`src/rtl/ref_timer_pkg.sv`:
```
package ref_timer_pkg;
   // register byte offsets
   localparam int OFS_MODE = 'h00;
   localparam int OFS_REF  = 'h04;
   localparam int OFS_CAP  = 'h08;
   localparam int OFS_CNT  = 'h0C;
   localparam int OFS_EVT  = 'h11;

   // control word field positions
   localparam int MB_EN      = 0;
   localparam int MB_SEL_LO  = 1;
   localparam int MB_RESTART = 3;
   localparam int MB_IRQEN   = 4;
   localparam int MB_PS_LO   = 8;

   typedef enum logic [1:0] {
      SRC_OFF0  = 2'd0,
      SRC_SYS   = 2'd1,
      SRC_SYS16 = 2'd2,
      SRC_OFF3  = 2'd3
   } src_sel_e;
endpackage

```
`src/rtl/rt_prescaler.sv`:
```
module rt_prescaler #(
   parameter int PS_W         = 8,
   parameter int FIX_DIV_LOG2 = 4
) (
   input  logic            clk,
   input  logic            rst_n,
   input  logic            restart,
   input  logic            run,
   input  logic            use_slow,
   input  logic [PS_W-1:0] ps_val,
   output logic            tick
);
   logic stage_en;
   logic [PS_W-1:0] ps_q;

   generate
      if (FIX_DIV_LOG2 > 0) begin : g_fixdiv
         logic [FIX_DIV_LOG2-1:0] fix_q;
         always_ff @(posedge clk) begin
            if (!rst_n)              fix_q <= '0;
            else if (restart)        fix_q <= '0;
            else if (run && use_slow) fix_q <= fix_q + 1'b1;
         end
         assign stage_en = run && !restart && (!use_slow || (&fix_q));
      end else begin : g_nofixdiv
         assign stage_en = run && !restart;
      end
   endgenerate

   always_ff @(posedge clk) begin
      if (!rst_n)        ps_q <= '0;
      else if (restart)  ps_q <= ps_val;
      else if (stage_en) ps_q <= (ps_q == '0) ? ps_val : ps_q - 1'b1;
   end

   assign tick = stage_en && (ps_q == '0);
endmodule

```
`src/rtl/rt_count.sv`:
```
module rt_count #(
   parameter int CNT_W = 16
) (
   input  logic             clk,
   input  logic             rst_n,
   input  logic             restart,
   input  logic             tick,
   input  logic             wrap_on_ref,
   input  logic [CNT_W-1:0] ref_val,
   input  logic             load,
   input  logic [CNT_W-1:0] load_val,
   input  logic [1:0]       evt_clr,
   output logic [CNT_W-1:0] count,
   output logic [1:0]       evt
);
   logic hit;
   assign hit = tick && !restart && !load && (count == ref_val);

   always_ff @(posedge clk) begin
      if (!rst_n)       count <= '0;
      else if (load)    count <= load_val;
      else if (restart) count <= '0;
      else if (tick)    count <= (hit && wrap_on_ref) ? '0 : count + 1'b1;
   end

   // set wins over a same-cycle clear
   always_ff @(posedge clk) begin
      if (!rst_n) evt <= '0;
      else        evt <= (evt & ~evt_clr) | {hit, 1'b0};
   end
endmodule

```
`src/rtl/ref_timer.sv`:
```
module ref_timer
   import ref_timer_pkg::*;
#(
   parameter int CNT_W        = 16,
   parameter int PS_W         = 8,
   parameter int FIX_DIV_LOG2 = 4,
   parameter int ADDR_W       = 5
) (
   input  logic              clk,
   input  logic              rst_n,
   input  logic              wr_en,
   input  logic [ADDR_W-1:0] addr,
   input  logic [CNT_W-1:0]  wdata,
   output logic [CNT_W-1:0]  rdata,
   output logic              irq
);
   generate
      if (MB_PS_LO + PS_W > CNT_W) begin : g_bad_ps
         $error("prescale field does not fit in the control word");
      end
      if ((1 << ADDR_W) <= OFS_EVT) begin : g_bad_addr
         $error("address too narrow for the register map");
      end
   endgenerate

   logic [CNT_W-1:0] mode_q, ref_q, cap_q, mode_nxt;
   logic [CNT_W-1:0] count_w;
   logic [1:0]       evt_w;
   logic             tick_w;
   logic             wr_mode, wr_ref, wr_cap, wr_cnt, wr_evt, dis_clr, restart;
   src_sel_e         sel;

   assign wr_mode = wr_en && (addr == ADDR_W'(OFS_MODE));
   assign wr_ref  = wr_en && (addr == ADDR_W'(OFS_REF));
   assign wr_cap  = wr_en && (addr == ADDR_W'(OFS_CAP));
   assign wr_cnt  = wr_en && (addr == ADDR_W'(OFS_CNT));
   assign wr_evt  = wr_en && (addr == ADDR_W'(OFS_EVT));
   assign dis_clr = wr_mode && mode_q[MB_EN] && !wdata[MB_EN];
   assign restart = wr_mode || wr_ref;

   always_comb begin
      mode_nxt = mode_q;
      if (wr_mode) mode_nxt = dis_clr ? '0 : wdata;
   end

   always_ff @(posedge clk) begin
      if (!rst_n) begin
         mode_q <= '0;
         ref_q  <= '0;
         cap_q  <= '0;
      end else begin
         mode_q <= mode_nxt;
         if (wr_ref)       ref_q <= wdata;
         else if (dis_clr) ref_q <= '0;
         if (wr_cap)       cap_q <= wdata;
      end
   end

   assign sel = src_sel_e'(mode_q[MB_SEL_LO +: 2]);

   rt_prescaler #(.PS_W(PS_W), .FIX_DIV_LOG2(FIX_DIV_LOG2)) u_pre (
      .clk      (clk),
      .rst_n    (rst_n),
      .restart  (restart),
      .run      (mode_q[MB_EN] && (sel == SRC_SYS || sel == SRC_SYS16)),
      .use_slow (sel == SRC_SYS16),
      .ps_val   (mode_nxt[MB_PS_LO +: PS_W]),
      .tick     (tick_w)
   );

   rt_count #(.CNT_W(CNT_W)) u_cnt (
      .clk         (clk),
      .rst_n       (rst_n),
      .restart     (restart),
      .tick        (tick_w),
      .wrap_on_ref (mode_q[MB_RESTART]),
      .ref_val     (ref_q),
      .load        (wr_cnt),
      .load_val    (wdata),
      .evt_clr     (wr_evt ? wdata[1:0] : 2'b00),
      .count       (count_w),
      .evt         (evt_w)
   );

   always_comb begin
      case (addr)
         ADDR_W'(OFS_MODE): rdata = mode_q;
         ADDR_W'(OFS_REF):  rdata = ref_q;
         ADDR_W'(OFS_CAP):  rdata = cap_q;
         ADDR_W'(OFS_CNT):  rdata = count_w;
         ADDR_W'(OFS_EVT):  rdata = {{(CNT_W-2){1'b0}}, evt_w};
         default:           rdata = '0;
      endcase
   end

   assign irq = mode_q[MB_IRQEN] && evt_w[1];
endmodule

```
`config.mk`:
```
export PLATFORM = sky130hd
export DESIGN_NAME = ref_timer
export DESIGN_NICKNAME = d
export VERILOG_FILES = /design/src/rtl/ref_timer_pkg.sv /design/src/rtl/rt_prescaler.sv /design/src/rtl/rt_count.sv /design/src/rtl/ref_timer.sv
export SDC_FILE = /design/constraint.sdc
export NUM_CORES = 1
export LEC_CHECK = 0
export ABC_AREA = 1
export ABC_CLOCK_PERIOD_IN_PS = 2200
export BUFFER_PORTS_ARGS = -buffer_cell sky130_fd_sc_hd__clkbuf_2
export CAP_MARGIN = 20
export CORE_MARGIN = 1.5
export CORE_UTILIZATION = 60
export DETAILED_ROUTE_END_ITERATION = 8
export PLACE_DENSITY = 0.9
export SYNTH_ARGS = -nofsm -noshare
export SYNTH_HDL_FRONTEND = slang
export SYNTH_SLANG_ARGS = --single-unit
```
`constraint.sdc`:
```
create_clock -name clk -period 2.2 [get_ports clk]
set_clock_uncertainty 0.15 [all_clocks]
set_input_delay 0.33 -clock clk [delete_from_list [all_inputs] [get_ports clk]]
set_output_delay 0.33 -clock clk [all_outputs]
set_load 0.02 [all_outputs]
```
==> results_dict.tcl <==
set metrics [dict create \
    run_status "complete, no violations" \
    fin_crit_sh_pct 96.8 \
    dp_hpwl_um 9480 \
    syn_inst 663 \
    detail_route.iter0.violations 557 \
    power_density_nw_per_um2 585 \
    maximum_clock_rate_mhz 470 \
    clock_tree_from_tritoncts "built" \
    yosysWarningCount 0 \
    finish.net_count 731 \
    p_sw_share_pct 25.5 \
    hold_path_class "in2reg" \
    max_slew_headroom_at_the_worst_pin_pct 57.3 \
    grt_start_max_net_pins 34 \
    cts.htree.levels 3 \
    critical_path.max_fanout 7 \
    port_buffers 40 \
    reg2reg_to "u_cnt.count[13]$_SDFFE_PN0P_" \
    num_vias 4962 \
    arrival_ns 1.65 \
    max_cap_viol_count 0 \
    placeableCoreArea_um2 7330 \
    seq_power_share_pct 48.0 \
    drive_above_1_share_pct 16.8 \
    ys_seq_elements 78 \
    power_frac_comb_pct 10.3 \
    hold_violations 0 \
    clk_path_buf_depth 2 \
    initial_utilization_pct 62.6 \
    die-height_um 90.4 \
    global_route_wire_length_before_repair_um 22100 \
    critPathLaunchType "input port" \
    drv_slew 0 \
    synthToLayoutAreaGrowth_pct 13.1 \
    startpoint "addr[1]" \
    vdd_drop_max_uv 356 \
    place.gp.congestion 0.937 \
    layout_common_cells "sky130_fd_sc_hd__nand2_1 (157), sky130_fd_sc_hd__dfxtp_1 (78), sky130_fd_sc_hd__nand3_1 (71), sky130_fd_sc_hd__a21oi_1 (64), sky130_fd_sc_hd__inv_1 (56)" \
    cts_root_buf "sky130_fd_sc_hd__clkbuf_8" \
    synthArstFlopShare_pct 0 \
    critPathCaptureType "output port" \
    synth_ff_type "sky130_fd_sc_hd__dfxtp_1" \
    leakagePower_uw 0.00211 \
    detailedRoute.firstPassIterationCount 6 \
    post-route-util_pct 70.8 \
    rr_startpoint "u_cnt.count[13]$_SDFFE_PN0P_" \
    critPathRequiredTime_ns 1.72 \
    totalNegativeSetupSlack_ns 0 \
    power.internal_uw 2260 \
    cts-buffers-inserted 9 \
    route.detailed.vias_per_inst 6.15 \
    synth_fp_nets 691 \
    preCtsSetupSlack_ns 0.0648 \
    grt_remaining_overflow 0 \
    p_switching_uw 775 \
    antenna_left 0 \
    synth.lib_cells_used.distinct 43 \
    count_of_pins_on_the_block_boundary 41 \
    final_common_cell "sky130_fd_sc_hd__nand2_1" \
    detail_route.wl_per_cell_um 17.1 \
    fin_crit_ns 2.13 \
    syn_area_um2 4590 \
    track_usage_pct 33.8 \
    die_x_um 90.4 \
    timing.reg2reg.setup_slack_ns 0.09 \
    path_clk_slew_ns 0.08 \
    worst_setup_path_endpoint "rdata[11]" \
    detail_route.wirelength_um 13800 \
    num_rows 31 \
    worst-r2r-cell-count 10 \
    synth_edf_count 0 \
    final_critical_path_setup_slack_ns 0.0710 \
    fin_total_pwr_uw 3030 \
    nFillCells 549 \
    drc_errors 0 \
    antennaDiodeCount 0 \
    seq_area_frac_synth_pct 34.0 \
    synth.avg_cell_area_um2 6.92 \
    timing_worst_setup_path_type "in2out" \
    clkPwrFrac_pct 41.7 \
    first_global_vias 4630 \
    setup_viol_count_final 0 \
    dieArea_um2 8180 \
    clock_insertion_delay_at_the_later_pin_of_the_skew_report_ns 0.36 \
    cts_num_sinks 78 \
    worst_slew_pin_slew_ns 0.639 \
    grt_antenna_before_repair 0 \
]
state kept, by name (all words and copies together), names as in the netlist:
signal	cells
cap_q	16
u_pre.g_fixdiv.fix_q	4
u_pre.ps_q	8
ref_q	16
u_cnt.count	16
mode_q	16
u_cnt.evt	2
power groups by stage:
stage / combinational, uW / sequential, uW / clock (uW)
floorplan: 193 / 1480 / 0
global placement: 281 / 1490 / 0
detailed placement: 289 / 1490 / 0
CTS: 292 / 1460 / 1270
global route: 337 / 1460 / 1330
finish: 312 / 1460 / 1270
Yosys cell counts (10+ instances only):
library cell,instances,area (um^2)
sky130_fd_sc_hd__a21oi_1,64,320
sky130_fd_sc_hd__a21oi_2,10,87.6
sky130_fd_sc_hd__o21ai_0,16,80.1
sky130_fd_sc_hd__xnor2_1,16,140
sky130_fd_sc_hd__inv_1,56,210
sky130_fd_sc_hd__clkbuf_1,15,56.3
sky130_fd_sc_hd__nor2_1,54,203
sky130_fd_sc_hd__nor3_1,10,50.1
sky130_fd_sc_hd__o2111ai_1,12,105
sky130_fd_sc_hd__dfxtp_1,78,1560
sky130_fd_sc_hd__nand2_1,159,597
sky130_fd_sc_hd__buf_2,13,65.1
sky130_fd_sc_hd__nand3_1,71,355
sky130_fd_sc_hd__o21ai_1,14,70.1
layout make-up:
class / count / area (um^2) / area share (%)
Inverter: 62 / 240 / 4.63
Clock inverter: 3 / 65.1 / 1.25
Timing Repair Buffer: 63 / 385 / 7.43
Clock buffer: 13 / 169 / 3.25
Tap cell: 99 / 124 / 2.39
Multi-Input combinational cell: 489 / 2650 / 51.0
Sequential cell: 78 / 1560 / 30.1
cells by family (layout without fill, tap and decap cells):
logic type      count (synthesis)  count (layout)  share of synthesized area, %
simple gates                  325             326                          33.6
compound gates                135             135                          17.8
buf+inv                        97             141                          8.94
flops                          78              78                          34.0
xor+xnor                       24              24                          4.58
fa+ha+maj                       4               4                          1.09
metrics by stage:
stage               instance area, um^2  cells  hold slack (ns)
finish                             5190    807            0.131
global route                       5190    807            0.148
CTS                                5140    802            0.122
detailed placement                 4900    786            0.292
global placement                   4900    786            0.288
floorplan                          4590    663            0.266
critical path, stage by stage:
cell and delay (ns):
sky130_fd_sc_hd__clkbuf_2 0.11, sky130_fd_sc_hd__nor2_4 0.16, sky130_fd_sc_hd__nand2_4 0.09, sky130_fd_sc_hd__inv_4 0.11
sky130_fd_sc_hd__nand2_1 0.14, sky130_fd_sc_hd__buf_4 0.20, sky130_fd_sc_hd__o21ai_0 0.27, sky130_fd_sc_hd__clkbuf_2 0.23
how the worst min path moves through the flow:
stage          slack (ns)                     from  cells after the start                       to
2_1_floorplan        0.27  u_cnt.evt[0]$_SDFF_PN0_                      2  u_cnt.evt[0]$_SDFF_PN0_
3_3_place_gp         0.29  u_cnt.evt[0]$_SDFF_PN0_                      2  u_cnt.evt[0]$_SDFF_PN0_
3_5_place_dp         0.29  u_cnt.evt[0]$_SDFF_PN0_                      2  u_cnt.evt[0]$_SDFF_PN0_
4_1_cts              0.12                 wdata[3]                      3    cap_q[3]$_SDFFE_PN0P_
5_1_grt              0.15                 wdata[7]                      3    cap_q[7]$_SDFFE_PN0P_
6_report             0.13                 wdata[3]                      3    cap_q[3]$_SDFFE_PN0P_
layer usage:
layer	vias to the layer above	global-route usage, %	wire length (um)	share of wire (%)
li1	2292	-	-	-
met4	0	19.8	718	5.2
met3	75	4.97	1590	11
met2	364	54.9	6270	45
met5	-	0	0	0
met1	2231	42.6	5240	38
repair_timing:
action,in CTS,in global routing
endpoints found under the setup margin,0,14
hold endpoints to repair,0,0
resized for setup,0,3
hold buffers,0,0
setup buffers,0,4
Power figures use the tool's default switching activity.
